File: src/rtl/twostage_wdt_pkg.sv
package twostage_wdt_pkg;
  localparam int ADDR_W = 5;
  localparam int DATA_W = 32;

  localparam logic [ADDR_W-1:0] OFS_PRE1   = 5'h00;
  localparam logic [ADDR_W-1:0] OFS_PRE2   = 5'h04;
  localparam logic [ADDR_W-1:0] OFS_STAT   = 5'h08;
  localparam logic [ADDR_W-1:0] OFS_RELOAD = 5'h0C;
  localparam logic [ADDR_W-1:0] OFS_CFG    = 5'h10;
  localparam logic [ADDR_W-1:0] OFS_LOCK   = 5'h14;

  localparam logic [DATA_W-1:0] KEY_FIRST  = 32'h0000_0080;
  localparam logic [DATA_W-1:0] KEY_SECOND = 32'h0000_0086;

  typedef enum logic [1:0] {UL_IDLE, UL_HALF, UL_OPEN} unlockSt_t;
  typedef enum logic [1:0] {ST_IDLE, ST_ONE, ST_TWO, ST_DONE} stage_t;

  // control -> datapath strobes
  typedef struct packed {
    logic ldPre1;
    logic ldPre2;
    logic restart;
    logic clrTimeout;
  } wdtStb_t;
endpackage

File: src/rtl/twostage_wdt_ctrl.sv
module twostage_wdt_ctrl
  import twostage_wdt_pkg::*;
(
  input  logic              clk,
  input  logic              rstN,
  input  logic              busWrEn,
  input  logic [ADDR_W-1:0] busAddr,
  input  logic [DATA_W-1:0] busWrData,
  input  logic              stage1Exp,
  output wdtStb_t           stb,
  output logic [1:0]        cfgIntType,
  output logic              cfgFast,
  output logic              cfgRstOff,
  output logic              lockQ,
  output logic              enQ,
  output logic              timerMode,
  output logic              intSt
);
  unlockSt_t ulSt, ulNext;
  logic keyHit1, keyHit2, openWr, wrCfg, wrLock, wrStat, wrReload;

  assign keyHit1  = (busAddr == OFS_RELOAD) && (busWrData == KEY_FIRST);
  assign keyHit2  = (busAddr == OFS_RELOAD) && (busWrData == KEY_SECOND);
  assign openWr   = busWrEn && (ulSt == UL_OPEN);
  assign wrCfg    = busWrEn && (busAddr == OFS_CFG);
  assign wrLock   = busWrEn && (busAddr == OFS_LOCK);
  assign wrStat   = busWrEn && (busAddr == OFS_STAT);
  assign wrReload = openWr && (busAddr == OFS_RELOAD);

  always_comb begin
    unique case (ulSt)
      UL_IDLE: ulNext = keyHit1 ? UL_HALF : UL_IDLE;
      UL_HALF: ulNext = keyHit2 ? UL_OPEN : UL_IDLE;
      default: ulNext = UL_IDLE;
    endcase
  end

  always_comb begin
    stb.ldPre1     = openWr && (busAddr == OFS_PRE1);
    stb.ldPre2     = openWr && (busAddr == OFS_PRE2);
    stb.clrTimeout = wrReload && busWrData[9];
    stb.restart    = (wrReload && busWrData[8]) ||
                     (wrLock && !enQ && busWrData[1]);
  end

  always_ff @(posedge clk) begin
    if (!rstN) begin
      ulSt       <= UL_IDLE;
      cfgIntType <= 2'b11;
      cfgFast    <= 1'b0;
      cfgRstOff  <= 1'b0;
      lockQ      <= 1'b0;
      enQ        <= 1'b0;
      timerMode  <= 1'b0;
      intSt      <= 1'b0;
    end else begin
      if (busWrEn) ulSt <= ulNext;
      if (wrCfg) begin
        cfgIntType <= busWrData[1:0];
        cfgFast    <= busWrData[2];
        cfgRstOff  <= busWrData[5];
      end
      if (wrLock) begin
        lockQ <= lockQ | busWrData[0];
        enQ   <= busWrData[1] | (lockQ & enQ);
        if (!lockQ) timerMode <= busWrData[2];
      end
      if (stage1Exp) intSt <= 1'b1;
      else if (wrStat && busWrData[0]) intSt <= 1'b0;
    end
  end
endmodule

File: src/rtl/twostage_wdt_dp.sv
module twostage_wdt_dp
  import twostage_wdt_pkg::*;
#(
  parameter int CNT_W      = 20,
  parameter int SLOW_SHIFT = 15,
  parameter int FAST_SHIFT = 5
) (
  input  logic             clk,
  input  logic             rstN,
  input  logic             rstPorN,
  input  wdtStb_t          stb,
  input  logic [CNT_W-1:0] wrData,
  input  logic             enable,
  input  logic             fastTick,
  input  logic             timerMode,
  input  logic             rstOff,
  output logic [CNT_W-1:0] pre1Q,
  output logic [CNT_W-1:0] pre2Q,
  output logic             stage1Exp,
  output logic             timeoutFlag,
  output logic             wdtRstQ
);
  localparam logic [CNT_W-1:0]      CNT_ONE = {{(CNT_W-1){1'b0}}, 1'b1};
  localparam logic [SLOW_SHIFT-1:0] PRE_ONE = {{(SLOW_SHIFT-1){1'b0}}, 1'b1};

  stage_t stage;
  logic [SLOW_SHIFT-1:0] preCnt;
  logic [CNT_W-1:0] cnt1, cnt2;
  logic running, tickNow, lastOne, lastTwo, stage2Exp;

  assign running   = enable && (stage == ST_ONE || stage == ST_TWO);
  assign tickNow   = running && (fastTick ? (&preCnt[FAST_SHIFT-1:0]) : (&preCnt));
  assign lastOne   = cnt1 <= CNT_ONE;
  assign lastTwo   = cnt2 <= CNT_ONE;
  assign stage1Exp = tickNow && (stage == ST_ONE) && lastOne;
  assign stage2Exp = tickNow && (stage == ST_TWO) && lastTwo;

  always_ff @(posedge clk) begin
    if (!rstN) begin
      stage   <= ST_IDLE;
      preCnt  <= '0;
      cnt1    <= '0;
      cnt2    <= '0;
      pre1Q   <= '0;
      pre2Q   <= '0;
      wdtRstQ <= 1'b0;
    end else begin
      if (stb.ldPre1) pre1Q <= wrData;
      if (stb.ldPre2) pre2Q <= wrData;
      if (stb.restart) begin
        preCnt <= '0;
        cnt1   <= pre1Q;
        cnt2   <= pre2Q;
        stage  <= ST_ONE;
      end else if (!enable) begin
        preCnt <= '0;
        stage  <= ST_IDLE;
      end else if (running) begin
        preCnt <= preCnt + PRE_ONE;
        if (tickNow) begin
          if (stage == ST_ONE) begin
            if (!lastOne) cnt1 <= cnt1 - CNT_ONE;
            else if (timerMode) cnt1 <= pre1Q;
            else begin
              cnt2  <= pre2Q;
              stage <= ST_TWO;
            end
          end else begin
            if (!lastTwo) cnt2 <= cnt2 - CNT_ONE;
            else begin
              stage <= ST_DONE;
              if (!rstOff) wdtRstQ <= 1'b1;
            end
          end
        end
      end
    end
  end

  // survives the system reset; only power-on clears it
  always_ff @(posedge clk) begin
    if (!rstPorN) timeoutFlag <= 1'b0;
    else if (stage2Exp) timeoutFlag <= 1'b1;
    else if (stb.clrTimeout) timeoutFlag <= 1'b0;
  end
endmodule

File: src/rtl/twostage_wdt.sv
module twostage_wdt
  import twostage_wdt_pkg::*;
#(
  parameter int CNT_W      = 20,
  parameter int SLOW_SHIFT = 15,
  parameter int FAST_SHIFT = 5
) (
  input  logic              clk,
  input  logic              rstPorN,
  input  logic              rstSysN,
  input  logic              busWrEn,
  input  logic [ADDR_W-1:0] busAddr,
  input  logic [DATA_W-1:0] busWrData,
  output logic [DATA_W-1:0] busRdData,
  output logic              irqOut,
  output logic              wdtRstOut
);
  wdtStb_t stb;
  logic rstN, stage1Exp, cfgFast, cfgRstOff, lockQ, enQ, timerMode, intSt, timeoutFlag;
  logic [1:0] cfgIntType;
  logic [CNT_W-1:0] pre1Q, pre2Q;

  assign rstN = rstPorN & rstSysN;

  twostage_wdt_ctrl u_ctrl (
    .clk(clk), .rstN(rstN), .busWrEn(busWrEn), .busAddr(busAddr),
    .busWrData(busWrData), .stage1Exp(stage1Exp), .stb(stb),
    .cfgIntType(cfgIntType), .cfgFast(cfgFast), .cfgRstOff(cfgRstOff),
    .lockQ(lockQ), .enQ(enQ), .timerMode(timerMode), .intSt(intSt)
  );

  twostage_wdt_dp #(.CNT_W(CNT_W), .SLOW_SHIFT(SLOW_SHIFT), .FAST_SHIFT(FAST_SHIFT)) u_dp (
    .clk(clk), .rstN(rstN), .rstPorN(rstPorN), .stb(stb),
    .wrData(busWrData[CNT_W-1:0]), .enable(enQ), .fastTick(cfgFast),
    .timerMode(timerMode), .rstOff(cfgRstOff), .pre1Q(pre1Q), .pre2Q(pre2Q),
    .stage1Exp(stage1Exp), .timeoutFlag(timeoutFlag), .wdtRstQ(wdtRstOut)
  );

  assign irqOut = intSt && (cfgIntType != 2'b11);

  always_comb begin
    busRdData = '0;
    unique case (busAddr)
      OFS_PRE1:   busRdData = {{(DATA_W-CNT_W){1'b0}}, pre1Q};
      OFS_PRE2:   busRdData = {{(DATA_W-CNT_W){1'b0}}, pre2Q};
      OFS_STAT:   busRdData[0] = intSt;
      OFS_RELOAD: busRdData[9] = timeoutFlag;
      OFS_CFG:    busRdData[5:0] = {cfgRstOff, 2'b00, cfgFast, cfgIntType};
      OFS_LOCK:   busRdData[2:0] = {timerMode, enQ, lockQ};
      default:    busRdData = '0;
    endcase
  end
endmodule

File: config.mk
export PLATFORM = sky130hd
export DESIGN_NAME = twostage_wdt
export DESIGN_NICKNAME = d
export VERILOG_FILES = /design/src/rtl/twostage_wdt_pkg.sv /design/src/rtl/twostage_wdt_ctrl.sv /design/src/rtl/twostage_wdt_dp.sv /design/src/rtl/twostage_wdt.sv
export SDC_FILE = /design/constraint.sdc
export NUM_CORES = 1
export LEC_CHECK = 0
export BUFFER_PORTS_ARGS = -buffer_cell sky130_fd_sc_hd__buf_4
export CORE_ASPECT_RATIO = 0.6
export CORE_MARGIN = 5
export CORE_UTILIZATION = 49
export CTS_CLUSTER_SIZE = 8
export DETAILED_ROUTE_END_ITERATION = 10
export GPL_ROUTABILITY_DRIVEN = 1
export HOLD_SLACK_MARGIN = 0.12
export PLACE_DENSITY = 0.69
export SETUP_SLACK_MARGIN = 0.1
export SLEW_MARGIN = 25
export SYNTH_ARGS = -nofsm -noshare
export SYNTH_HDL_FRONTEND = slang
export SYNTH_SLANG_ARGS = --single-unit
File: constraint.sdc
create_clock -name clk -period 2.7 [get_ports clk]
set_input_delay 0.405 -clock clk [delete_from_list [all_inputs] [get_ports clk]]
set_output_delay 0.405 -clock clk [all_outputs]
set_load 0.1 [all_outputs]
=== Word level (Yosys, flattened, before mapping) ===
Cells that the tools add are included.

* Equal/unequal tests: 23
* Add/sub/neg operators: 3
* Reduce and logical (&&, ||, !) cells: 42
* Magnitude comparators: 2
* Bitwise gates (word level): 10
* Multiplexer cells: 37

{| class="wikitable"
|+ Operators with widths
! kind !! count
|-
| $mux 20 || 15
|-
| $eq 32x8->1 const B || 2
|-
| $le 20x1->1 const B || 2
|-
| $sub 20x1->20 const B || 2
|-
| $logic_and 1x1->1 || 21
|-
| $pmux 10 s2 || 1
|-
| $reduce_and 5->1 || 4
|-
| $add 15x1->15 const B || 1
|-
| $reduce_and 15->1 || 1
|-
| $reduce_bool 2->1 || 7
|-
| $eq 5x4->1 const B || 2
|-
| $eq 5x5->1 const B || 2
|-
| $mux 1 || 10
|-
| $mux 2 || 5
|-
| $ne 3x2->1 const B || 3
|-
| $ne 3x3->1 const B || 3
|-
| $pmux 3 s3 || 1
|-
| $pmux 2 s4 || 1
|-
| $reduce_and 7->1 || 1
|-
| $not 1->1 || 6
|-
| $pmux 3 s2 || 1
|-
| $reduce_and 6->1 || 1
|-
| $eq 5x3->1 const B || 1
|-
| $logic_not 5->1 || 1
|-
| 17 further kinds || 23
|}

* Bits in registers: 109
* Input bits: 41
* Output and inout bits: 34
* Word-level logic and storage cells: 134

=== Depth between registers and ports, before layout ===
* Word-level depth: 8
* Mapped depth: 10
* Depth with buffers taken out: 8

=== Modules after synthesis ===
A second synthesis with hierarchy kept.

* Cell total of the unflattened synthesis: 723
* Area total of the unflattened synthesis: 6098.3 um^2

{| class="wikitable"
|+ Modules (own cells, without submodules)
! module !! area an instance (um^2) !! instances !! cells an instance !! sequential area each (um^2)
|-
| twostage_wdt_dp || 5034.8 || 1 || 599 || 1981.9
|-
| twostage_wdt_ctrl || 576.8 || 1 || 68 || 200.2
|-
| twostage_wdt || 486.7 || 1 || 56 || 0.0
|}

=== Worst setup path before layout ===
OpenSTA, ideal clock, no wires.

* Kind: in2out
* Start: input port busAddr[2]
* End: output port busRdData[0]
* Arrival time: 3086 ps
* Stages on the path: 5
* Required time: 2295 ps
* Path slack: -791 ps
* Buffers on the path: 1
* Cell sequence: buf_2 -> mux4_2 -> nor2b_1 -> a31oi_1 -> nor3_1

* Word-level cells in the longest chain between the ends: 2
* Elaborated cells on any way between the ends: 6
* Those cells by class: eq/ne: 4; mux: 1; reduce/logical: 1

{| class="wikitable"
|+ RTL lines
! what !! RTL line !! source
|-
| start: declaration || twostage_wdt.sv:12 || <nowiki>input logic [ADDR_W-1:0] busAddr,</nowiki>
|-
| $eq 5x5->1 (tied with other cells) || twostage_wdt.sv:43 || <nowiki>unique case (busAddr)</nowiki>
|-
| $pmux 1 s5 (*) || twostage_wdt.sv:43 ||
|-
| end: declaration || twostage_wdt.sv:14 || <nowiki>output logic [DATA_W-1:0] busRdData,</nowiki>
|}

Every way passes the cells marked *; elsewhere a longest branch is shown, timed or not.

=== Worst setup path after layout ===
* Start: register u_dp.cnt1[0]
* End: register u_dp.cnt1[0]

* Word-level cells in the longest chain between the ends: 7
* Elaborated cells on any way between the ends: 10
* Those cells by class: add/sub: 1; order compare: 1; eq/ne: 1; mux: 6; reduce/logical: 1

{| class="wikitable"
|+ RTL lines
! what !! RTL line !! source
|-
| start: declaration || twostage_wdt_dp.sv:28 || <nowiki>logic [CNT_W-1:0] cnt1, cnt2;</nowiki>
|-
| start signal: assignment || twostage_wdt_dp.sv:52 || <nowiki>cnt1 <= pre1Q;</nowiki>
|-
| start signal: assignment || twostage_wdt_dp.sv:62 || <nowiki>if (!lastOne) cnt1 <= cnt1 - CNT_ONE;</nowiki>
|-
| start signal: assignment || twostage_wdt_dp.sv:63 || <nowiki>else if (timerMode) cnt1 <= pre1Q;</nowiki>
|-
| $sub 20x1->20 or $le 20x1->1 (tied branches) || twostage_wdt_dp.sv:62, twostage_wdt_dp.sv:33 ||
|-
| $mux 20 || twostage_wdt_dp.sv:62 ||
|-
| $mux 20 || twostage_wdt_dp.sv:61 || <nowiki>if (stage == ST_ONE) begin</nowiki>
|-
| $mux 20 || twostage_wdt_dp.sv:60 || <nowiki>if (tickNow) begin</nowiki>
|-
| $mux 20 || twostage_wdt_dp.sv:58 || <nowiki>end else if (running) begin</nowiki>
|-
| $mux 20 || twostage_wdt_dp.sv:55 || <nowiki>end else if (!enable) begin</nowiki>
|-
| $mux 20 || twostage_wdt_dp.sv:50 || <nowiki>if (stb.restart) begin</nowiki>
|}

Parallel ways exist; a longest one is shown, timed or not. The select of a mux whose other input is x is not followed.
A chain may end at the register's enable or synchronous reset.

==> summary.txt <==
Critical path
  – Crit end category: flop
  – Startpoint Class: flop
  – Crit Path Max Fanout: 7
  – Critical Path AT: 2850 ps
  – Crit Path Class: reg -> reg
  – Crit path required time: 2950 ps

Power
  – Clk pwr share: 0.409
  – Switching power: 0.796 mW
  – VDD IR-drop max: 304 uV
  – Power Internal: 2.36 mW
  – Sequential share of power: 0.510
  – PwrDens: 438 mW/mm^2
  – Switching part of the total: 0.252
  – Logic pwr share: 0.081
  – Leak: 2.61 nW

Logic synthesis
  – Seq/Total Area, Yosys: 0.354
  – Largest family of logic cells by synthesized area: simple AND/OR/NAND/NOR gates
  – Post-synth EDFFs: 0
  – Mapped Cells: 766
  – Synthesized area: 0.00617 sq mm
  – Synth async-reset ratio: 0
  – XOR/XNOR Fraction of Synth Area: 0.0156
  – Register bit total from synthesis: 109
  – Post-Synth Simple-Gate Area: 0.279
  – Biggest area consumer among synthesized cells: dfxtp_1
  – Mean Syn Cell Area: 8.06 sq um
  – Post-synth top area share: 0.354
  – Synth warn: 0
  – Top cells by area, synth: dfxtp_1 (35%), nand2_1 (7.5%), a21oi_1 (6.0%), nor2_1 (3.6%), mux2i_1 (2.8%)
  – Fraction of synthesized area in multiplexers: 0.0458
  – Synth Flop Type: dfxtp_1
  – Synth Area in Adders: 0.0162
  – Post-synthesis cell type count: 72
  – Synth Area in Compound Gates: 0.232

Route
  – Detail Route Antenna Nets: 0
  – DR iter-0 viols: 672
  – Remaining DRCs: 0
  – Vias per cell: 6.29
  – Total number of vias: 6280
  – Final wirelength: 20.2 mm
  – DRT Pass-1 Iters: 5
  – DR WL/cell: 20.2 um

STA
  – Final Slew Violations: 0
  – Tmin final: 2600 ps
  – Setup TNS: 0 ps
  – Number of endpoints failing setup at the final stage: 0
  – Fmax: 385 MHz
  – Slew at the pin with the worst max-slew slack: 774 ps
  – Final period utilization: 0.963
  – Relative slew slack: 0.481
  – Fin Clk Skew: 10.3 ps
  – Worst setup margin: 101 ps
  – RSZ-0062 raised after global routing: yes
  – Hold Vio Cnt, Final: 0

Min path
  – Hold WC Path Type: in -> reg

Final layout
  – Final #Nets: 878
  – Area grow syn2layout: 16.6%
  – Layout fillers: 1130
  – Share of layout cells above drive strength 1: 0.199

Flow run
  – Max-Cap Viols: 0

GRT
  – Gr usage total: 0.261
  – First-pass GRT wire length: 31.5 mm
  – Vias in the first global route: 5745
  – Largest net degree at the start of global routing: 34
  – Initial antenna violation count: 1
  – Grt ovf: 0

CTS
  – H-tree depth: 3
  – CTS Buf Count: 9
  – Max Buffers Root-to-Sink: 2
  – CTS tree: yes
  – CTS root buf: clkbuf_16
  – Worst-Skew Late Latency: 350 ps
  – Total clock sinks: 109
  – CTS clk-pin slew, worst paths: 70 ps

Status
  – Status: completed

Placement
  – Hpwl dp: 15.0 mm
  – # port buffers: 62
  – Place WS: 184 ps
  – Routability cong.: 1.04

Floorplan
  – Initial core utilization: 0.507
  – Die H: 96.9 um
  – Die W: 155 um
  – Ports: 75
  – Placement Rows: 31
  – Die ar.: 0.0150 sq mm
  – CORE AREA: 0.0122 sq mm
-- timing repair --
action,CTS,global route
setup endpoints to repair,0,11
gates resized for setup,0,2
hold buffers,0,0
setup buffers,0,2
-- cell type report --
type | instances | area [sq um] | share of cell area
tap | 165 | 206 | 0.0287
antenna | 1 | 2.50 | 0.000348
clock buffer | 11 | 253 | 0.0351
timing repair buffer | 100 | 767 | 0.107
inverter | 13 | 48.8 | 0.00678
multi-input combinational | 596 | 3700 | 0.515
clock inverter | 4 | 31.3 | 0.00435
sequential | 109 | 2180 | 0.303
-- layer usage --
layer,track usage,vias up,wire (um)
met5,0,-,0
met2,0.360,347,8190
li1,-,2902,-
met1,0.390,2999,9360
met3,0.0785,32,2220
met4,0.0699,0,410
-- sequential cells by signal (all words and copies together) (netlist names), 2 cells and up --
register           cells
u_ctrl.cfgIntType      2
u_ctrl.ulSt            2
u_dp.cnt1             20
u_dp.cnt2             20
u_dp.pre1Q            20
u_dp.pre2Q            20
u_dp.preCnt           15
u_dp.stage             2
-- stage by stage --
| stage | std cells | instance area, sq um | hold slack [ps] | util | power [mW] |
|---|---|---|---|---|---|
| after floorplan | 777 | 6230 | 444 | - | 1.81 |
| after global routing | 999 | 7200 | 316 | 0.591 | 3.25 |
| after global placement | 981 | 6880 | 465 | 0.565 | 1.89 |
| after detailed placement | 981 | 6880 | 472 | 0.565 | 1.90 |
| after CTS | 996 | 7160 | 317 | 0.588 | 3.16 |
| final | 999 | 7200 | 318 | 0.591 | 3.15 |
-- cell usage in the layout, fill, tap and decap left out, types with 8 or more instances in the layout --
| master | count |
|---|---|
| and2_1 | 12 |
| inv_1 | 13 |
| nor2_1 | 60 |
| o21ai_0 | 19 |
| ha_1 | 8 |
| a31oi_1 | 19 |
| nand4_1 | 13 |
| clkbuf_16 | 9 |
| xor2_1 | 8 |
| nor3_1 | 22 |
| o2111ai_1 | 9 |
| nand3_1 | 16 |
| o211ai_1 | 16 |
| nand2_1 | 122 |
| conb_1 | 12 |
| dfxtp_1 | 109 |
| mux2i_1 | 17 |
| nor4_1 | 14 |
| buf_4 | 98 |
| o31ai_2 | 8 |
| a22o_2 | 10 |
| a21oi_1 | 74 |
| nor2b_1 | 19 |
-- synthesized netlist by cell type, types with 7 or more instances --
master / n
nand2_1: 123
dfxtp_1: 109
a21oi_1: 74
nor2_1: 60
clkbuf_1: 30
nor3_1: 23
o21ai_0: 20
a31oi_1: 19
nor2b_1: 19
mux2i_1: 17
nand3_1: 16
o211ai_1: 16
a22o_1: 15
nor4_1: 14
buf_2: 13
buf_4: 13
inv_1: 13
nand4_1: 13
and2_1: 12
o2111ai_1: 9
ha_1: 8
o31ai_2: 8
xor2_1: 8
a22oi_1: 7
and3_1: 7
or3_1: 7
-- cells by family after synthesis --
logic type	Yosys count
compound gates	208
buf+inv	72
flops	109
other cells	1
xor+xnor	11
mux	24
fa+ha+maj	8
simple gates	333
-- power by group through the flow --
| stage | Combinational [mW] | Sequential, mW | Clock [mW] |
|---|---|---|---|
| floorplan | 0.166 | 1.65 | 0 |
| global placement | 0.246 | 1.65 | 0 |
| detailed placement | 0.249 | 1.65 | 0 |
| CTS | 0.250 | 1.61 | 1.30 |
| global route | 0.266 | 1.61 | 1.37 |
| finish | 0.255 | 1.61 | 1.29 |
-- worst max-delay path: stages (launching register included) --
cell,delay [ps]
dfxtp_1,400
inv_1,100
ha_1,270
o21ba_2,260
and2_1,210
nor3b_1,180
o21ai_1,650
o21ai_1,160
a211oi_1,290
-- worst paths after layout --
check / startpoint / to / slack, ps / cells past startpoint
worst max-delay path: u_dp.cnt1[0] / u_dp.cnt1[0] / 100 / 8
worst min-delay path: busWrData[14] / u_dp.pre1Q[14] / 320 / 3
worst max register to register: u_dp.cnt1[0] / u_dp.cnt1[0] / 100 / 8
worst min register to register: u_dp.timeoutFlag / u_dp.timeoutFlag / 480 / 2
(Power assumes the default switching activity.)
